$ cat config.mk
export PLATFORM = sky130hd
export DESIGN_NAME = tag_access_guard
export DESIGN_NICKNAME = d
export VERILOG_FILES = /design/src/rtl/tag_access_pkg.sv /design/src/rtl/tag_range_match.sv /design/src/rtl/tag_login_fsm.sv /design/src/rtl/tag_access_decide.sv /design/src/rtl/tag_access_guard.sv
export SDC_FILE = /design/constraint.sdc
export NUM_CORES = 1
export LEC_CHECK = 0
export CAP_MARGIN = 20
export CORE_UTILIZATION = 49
export CTS_CLUSTER_SIZE = 10
export DETAILED_ROUTE_END_ITERATION = 6
export PLACE_DENSITY = 0.85
export SLEW_MARGIN = 25
export SYNTH_ARGS = -nofsm -noshare
export SYNTH_HDL_FRONTEND = slang
export SYNTH_SLANG_ARGS = --single-unit
$ cat constraint.sdc
create_clock -name clk -period 4.7 [get_ports clk]
set_input_delay 1.41 -clock clk [delete_from_list [all_inputs] [get_ports clk]]
set_output_delay 1.41 -clock clk [all_outputs]
set_load 0.01 [all_outputs]
$ cat src/rtl/tag_access_pkg.sv
package tag_access_pkg;

    // configuration bit positions decoded by this block
    localparam int CHK_BIT = 16;
    localparam int RAW_BIT = 17;
    localparam int CTRL_W  = RAW_BIT + 1;

    // session state of the login machine
    typedef enum logic [0:0] {
        SESS_LOCKED = 1'b0,
        SESS_OPEN   = 1'b1
    } sess_state_t;

endpackage

$ cat src/rtl/tag_range_match.sv
module tag_range_match #(
    parameter int ADDR_W  = 6,
    parameter int FIELD_W = 8
) (
    input  logic [ADDR_W-1:0]  addr,
    input  logic [FIELD_W-1:0] lo,
    input  logic [FIELD_W-1:0] hi,
    output logic               hit
);
    localparam int PAD_W = FIELD_W - ADDR_W;

    logic [FIELD_W-1:0] addr_ext;

    assign addr_ext = {{PAD_W{1'b0}}, addr};

    // inclusive bounds; lo above hi gives an empty range
    always_comb begin
        hit = (addr_ext >= lo) && (addr_ext <= hi);
    end
endmodule

$ cat src/rtl/tag_login_fsm.sv
module tag_login_fsm
    import tag_access_pkg::*;
#(
    parameter int DATA_W = 32
) (
    input  logic              clk,
    input  logic              rst_n,
    input  logic              login_req,
    input  logic [DATA_W-1:0] login_pw,
    input  logic              pw_set,
    input  logic [DATA_W-1:0] pw_new,
    input  logic              chk_en,
    output logic              logged_in,
    output logic              auth
);
    sess_state_t       state_q;
    sess_state_t       state_d;
    logic [DATA_W-1:0] pw_q;
    logic              pw_match;

    assign pw_match = (login_pw == pw_q);

    // state register
    always_ff @(posedge clk) begin
        if (!rst_n) begin
            state_q <= SESS_LOCKED;
        end else begin
            state_q <= state_d;
        end
    end

    // transitions: login-ok, login-fail, hold
    always_comb begin
        state_d = state_q;
        unique case (state_q)
            SESS_LOCKED: begin
                if (login_req && pw_match) begin
                    state_d = SESS_OPEN;
                end
            end
            SESS_OPEN: begin
                if (login_req && !pw_match) begin
                    state_d = SESS_LOCKED;
                end
            end
            default: state_d = SESS_LOCKED;
        endcase
    end

    // outputs
    always_comb begin
        logged_in = 1'b0;
        unique case (state_q)
            SESS_LOCKED: logged_in = 1'b0;
            SESS_OPEN:   logged_in = 1'b1;
            default:     logged_in = 1'b0;
        endcase
        auth = logged_in || !chk_en;
    end

    // stored password
    always_ff @(posedge clk) begin
        if (!rst_n) begin
            pw_q <= '0;
        end else if (pw_set && auth) begin
            pw_q <= pw_new;
        end
    end


    login_fail_chk: assert property (@(posedge clk) disable iff (!rst_n)
        (login_req && (login_pw != pw_q)) |=> !logged_in);


    login_ok_chk: assert property (@(posedge clk) disable iff (!rst_n)
        (login_req && (login_pw == pw_q)) |=> logged_in);


    pw_guard_chk: assert property (@(posedge clk) disable iff (!rst_n)
        (pw_set && !logged_in && chk_en) |=> $stable(pw_q));

endmodule

$ cat src/rtl/tag_access_decide.sv
module tag_access_decide #(
    parameter int ADDR_W    = 6,
    parameter int EE_WORDS  = 32,
    parameter int ROM_WORDS = 2,
    parameter int SYS_WORDS = 3
) (
    input  logic              clk,
    input  logic              rst_n,
    input  logic              req_valid,
    input  logic              req_write,
    input  logic [ADDR_W-1:0] req_addr,
    input  logic              rd_hit,
    input  logic              wr_hit,
    input  logic              auth,
    output logic              grant,
    output logic              mask_data
);
    localparam int TOTAL_WORDS = EE_WORDS + ROM_WORDS;
    localparam logic [ADDR_W:0] LIM_ALL = (ADDR_W + 1)'(TOTAL_WORDS);
    localparam logic [ADDR_W:0] LIM_EE  = (ADDR_W + 1)'(EE_WORDS);
    localparam logic [ADDR_W:0] LIM_SYS = (ADDR_W + 1)'(SYS_WORDS);

    logic [ADDR_W:0] addr_x;
    logic            is_secret;
    logic            in_sys;
    logic            in_ee;
    logic            in_map;

    assign addr_x    = {1'b0, req_addr};
    assign is_secret = (req_addr == '0);
    assign in_sys    = (addr_x < LIM_SYS);
    assign in_ee     = (addr_x < LIM_EE);
    assign in_map    = (addr_x < LIM_ALL);

    always_comb begin
        grant     = 1'b0;
        mask_data = 1'b0;
        if (req_valid) begin
            if (req_write) begin
                if (in_sys) begin
                    grant = auth;
                end else if (in_ee) begin
                    grant = !wr_hit;
                end
            end else begin
                if (in_map && !is_secret) begin
                    grant     = 1'b1;
                    mask_data = rd_hit && !auth;
                end else begin
                    mask_data = 1'b1;
                end
            end
        end
    end


    pw_unreadable_chk: assert property (@(posedge clk) disable iff (!rst_n)
        (req_valid && !req_write && req_addr == '0) |-> (!grant && mask_data));


    rom_nowrite_chk: assert property (@(posedge clk) disable iff (!rst_n)
        (req_valid && req_write && !in_ee) |-> !grant);


    inhibit_deny_chk: assert property (@(posedge clk) disable iff (!rst_n)
        (req_valid && req_write && !in_sys && wr_hit) |-> !grant);


    write_unmasked_chk: assert property (@(posedge clk) disable iff (!rst_n)
        (!req_valid || req_write) |-> !mask_data);

endmodule

$ cat src/rtl/tag_access_guard.sv
module tag_access_guard
    import tag_access_pkg::*;
#(
    parameter int ADDR_W    = 6,
    parameter int DATA_W    = 32,
    parameter int FIELD_W   = 8,
    parameter int EE_WORDS  = 32,
    parameter int ROM_WORDS = 2,
    parameter int SYS_WORDS = 3,
    parameter logic [CTRL_W-1:0] CTRL_RST = CTRL_W'(1) << CHK_BIT
) (
    input  logic               clk,
    input  logic               rst_n,
    input  logic               ctrl_load,
    input  logic [CTRL_W-1:0]  ctrl_in,
    input  logic               prot_load,
    input  logic [DATA_W-1:0]  prot_in,
    input  logic               login_req,
    input  logic [DATA_W-1:0]  login_pw,
    input  logic               pw_set,
    input  logic [DATA_W-1:0]  pw_new,
    input  logic               req_valid,
    input  logic               req_write,
    input  logic [ADDR_W-1:0]  req_addr,
    output logic               grant,
    output logic               mask_data,
    output logic               logged_in,
    output logic               verify_en,
    output logic [FIELD_W-1:0] scan_first,
    output logic [FIELD_W-1:0] scan_last
);
    localparam int NUM_RANGES = DATA_W / (2 * FIELD_W);
    localparam int RD_RANGE   = 0;
    localparam int WR_RANGE   = 1;

    logic [CTRL_W-1:0]     ctrl_q;
    logic [DATA_W-1:0]     prot_q;
    logic [NUM_RANGES-1:0] hit;
    logic                  auth;

    // configuration copies
    always_ff @(posedge clk) begin
        if (!rst_n) begin
            ctrl_q <= CTRL_RST;
            prot_q <= '0;
        end else begin
            if (ctrl_load) begin
                ctrl_q <= ctrl_in;
            end
            if (prot_load) begin
                prot_q <= prot_in;
            end
        end
    end

    assign verify_en  = ctrl_q[RAW_BIT];
    assign scan_first = ctrl_q[FIELD_W-1:0];
    assign scan_last  = ctrl_q[2*FIELD_W-1:FIELD_W];

    // one comparator pair per protection range
    for (genvar g = 0; g < NUM_RANGES; g++) begin : g_rng
        tag_range_match #(
            .ADDR_W (ADDR_W),
            .FIELD_W(FIELD_W)
        ) u_rm (
            .addr(req_addr),
            .lo  (prot_q[g*2*FIELD_W +: FIELD_W]),
            .hi  (prot_q[g*2*FIELD_W+FIELD_W +: FIELD_W]),
            .hit (hit[g])
        );
    end

    tag_login_fsm #(
        .DATA_W(DATA_W)
    ) u_login (
        .clk      (clk),
        .rst_n    (rst_n),
        .login_req(login_req),
        .login_pw (login_pw),
        .pw_set   (pw_set),
        .pw_new   (pw_new),
        .chk_en   (ctrl_q[CHK_BIT]),
        .logged_in(logged_in),
        .auth     (auth)
    );

    tag_access_decide #(
        .ADDR_W   (ADDR_W),
        .EE_WORDS (EE_WORDS),
        .ROM_WORDS(ROM_WORDS),
        .SYS_WORDS(SYS_WORDS)
    ) u_decide (
        .clk      (clk),
        .rst_n    (rst_n),
        .req_valid(req_valid),
        .req_write(req_write),
        .req_addr (req_addr),
        .rd_hit   (hit[RD_RANGE]),
        .wr_hit   (hit[WR_RANGE]),
        .auth     (auth),
        .grant    (grant),
        .mask_data(mask_data)
    );


    nocheck_auth_chk: assert property (@(posedge clk) disable iff (!rst_n)
        (!ctrl_q[CHK_BIT] && req_valid && !req_write && req_addr != '0
         && {1'b0, req_addr} < (ADDR_W + 1)'(EE_WORDS + ROM_WORDS)) |-> !mask_data);

endmodule

==> out/summary.txt <==
Status: finished, final reports clean
Max Cap Violations: 0
Yosys cell types: 35
Routed WL: 10200 um
Post-synthesis xor/xnor area fraction: 0.0684
Root Buffer: clkbuf_8
P_leak: 2.44 nW
Most frequent cell after synthesis: dfxtp_1
Full die area: 0.00873 mm^2
Register area share after synthesis: 0.406
Share of the synthesized area in the top cell type: 0.406
Setup crit start kind: primary input
Syn Inst Count: 443
Grt met3 use: 0.0789
Pwr/cell area: 293 mW/mm^2
Drc violations: 0
Clock latency on the worst-skew pair: 0.35 ns
Hold Slack: 0.481 ns
Area of the mapped netlist: 0.00410 mm^2
Cell taking the most area after synthesis: dfxtp_1
Met2 usage: 0.427
Vias: 3524
Initial antenna violation count: 0
Vias in the first global route: 3671
Fin. Hold Viols: 0
TritonCTS Buffers: 9
Share of flip-flops with an asynchronous set or reset: 0
Synth cell count leaders: 83 x dfxtp_1, 68 x nand2_1, 51 x mux2i_1, 51 x nor2b_1, 32 x a21boi_0
Die W: 93.4 um
Area growth, synth to finish: 45.9%
Layout Skew: 0.00494 ns
GR Util All Layers: 0.241
Clock sinks: 83
Mux share of post-synthesis cell area: 0.125
Grt met1 use: 0.266
Die Ht: 93.4 um
F_max: 0.218 GHz
Initial DRC Count: 72
Crit-path max FO: 5
Grt total ovfl: 0
Initial Utilization: 0.519
Gr busiest metal: met2
Max-slew violation count: 0
# rows: 32
Post-synth EDFFs: 0
Synthesized Nets: 595
RSZ-0062 raised after global routing: no
Synth Area in Compound Gates: 0.101
Dpl cells: 685
First-pass GRT wire length: 16400 um
Main combinational cell family by area after synthesis: simple AND/OR/NAND/NOR gates
Ratio of cells with drive above 1 in the final layout: 0.0634
WL/cell: 14.5 um
WP data required: 3.29 ns
WS Path Type: primary input to output port
Max VDD drop: 165 uV
Antenna-violating nets left: 0
DR pass1 iterations: 4
Via density: 5.03
PortBufs: 147
Final worst path period need: 4.58 ns
Register bit total from synthesis: 83
Final setup fails: 0
Hold Path Class: register to register
Hold Buf Count CTS: 0
Hpwl dp: 7590 um
Simple-Gate Fraction of Synth Area: 0.183
Core area: 0.00789 mm^2
H-Tree Depth: 3
Crit path arrival time: 3.17 ns
Top_reg_cell synth: dfxtp_1
Post-Synth Adder-Cell Area: 0.0733
Synth warn: 0
Crit share post-route: 0.975
Clock buffer depth: 2
Io pins: 148
Post-CTS setup buffer count: 0
Worst-path clk slew: 0.08 ns
Synth top area cells: dfxtp_1 41%, mux2i_1 12%, nor2b_1 7.8%, ha_1 7.3%, nand2_1 6.2%
Worst-Margin Slew: 0.913 ns
Routability cong.: 0.873
Critical path capture point type: output port
Avg Inst Size Synth: 9.24 um^2
TritonCTS clock tree: done
Final cell count without fillers: 701
Slew HR: 0.391
Pin count of the biggest net entering global routing: 84
# nets final: 746
N_diodes: 0
kinds of logic after synthesis:
| logic type | count (synthesis) |
|---|---|
| adder cells (fa/ha/maj) | 24 |
| flip-flops | 83 |
| AO/OA/AOI/OAI | 58 |
| XOR/XNOR | 32 |
| buffers and inverters | 46 |
| multiplexers | 51 |
| AND/OR/NAND/NOR | 149 |
power breakdown:
| part | switching (mW) | total (mW) | internal (mW) |
|---|---|---|---|
| sequential | 0.0188 | 0.755 | 0.736 |
| clock | 0.265 | 0.687 | 0.422 |
| combinational | 0.117 | 0.308 | 0.191 |
| total | 0.400 | 1.75 | 1.35 |
routing by layer:
layer,wire [um],vias to the layer above,part of all wire
met2,4960,129,0.49
li1,-,1788,-
met4,208,0,0.020
met1,4140,1591,0.41
met3,850,16,0.084
met5,0,-,0
path summary, 6_finish.rpt:
kind	startpoint	to	slack, ns	cells after the start
min	u_login.pw_q[10]	u_login.pw_q[10]	0.48	2
max reg2reg	u_login.pw_q[1]	register	2.94	5
max	req_addr[1]	mask_data	0.12	8
min reg2reg	u_login.pw_q[10]	u_login.pw_q[10]	0.48	2
area by class of cell:
class / count / area (um^2)
inverter: 24 / 90.1
clock inverter: 6 / 136
timing repair buffer: 162 / 1560
clock buffer: 10 / 138
sequential: 83 / 1660
fill: 577 / 1910
tap: 102 / 128
multi-input combinational: 314 / 2260
placed cells by master (no fill, tap or decap), types with 3 or more instances in the layout:
cell type | Yosys | layout
o21ai_0 | 3 | 3
ha_1 | 24 | 24
clkdlybuf4s50_1 | 0 | 136
buf_4 | 0 | 15
a21oi_1 | 5 | 4
dlygate4sd2_1 | 0 | 6
nor4_1 | 8 | 8
mux2i_1 | 51 | 51
nor2b_1 | 51 | 51
dfxtp_1 | 83 | 83
a21boi_0 | 32 | 32
xor2_1 | 20 | 20
inv_1 | 24 | 23
nand4_1 | 6 | 6
clkbuf_8 | 0 | 10
nand2_1 | 68 | 67
xnor2_1 | 12 | 12
bufinv_16 | 0 | 4
nor2_1 | 6 | 6
nand2b_1 | 3 | 3
buf_2 | 5 | 3
o21a_1 | 4 | 4
metrics by stage:
stage	worst slack (ns)	util	power (mW)	cell area, um^2	setup TNS [ns]
6_report	0.116	0.757	1.75	5970	0
5_1_grt	0.0490	0.757	1.83	5970	0
3_3_place_gp	-0.328	0.724	1.07	5710	-0.550
2_1_floorplan	0.779	-	0.909	4100	0
4_1_cts	0.0128	0.757	1.77	5970	0
3_5_place_dp	-0.408	0.724	1.08	5710	-0.711
sequential cells by signal, indices dropped and copies added (netlist names), named ones only:
| signal | flops |
|---|---|
| prot_q | 32 |
| u_login.pw_q | 32 |
| ctrl_q | 18 |
critical path: stages:
cell and delay, ns:
dlygate4sd2_1 0.31, ha_1 0.34, nor2b_1 0.14, o211ai_1 0.23, a21oi_2 0.10, o22ai_1 0.16, a41o_1 0.19, dlygate4sd2_1 0.29
timing repair:
| action | 4_1_cts | 5_1_grt |
|---|---|---|
| pin swaps | 1 | 0 |
| resized for setup | 9 | 4 |
| setup endpoints to repair | 2 | 2 |
No activity file was read; power rests on OpenSTA's default activity.
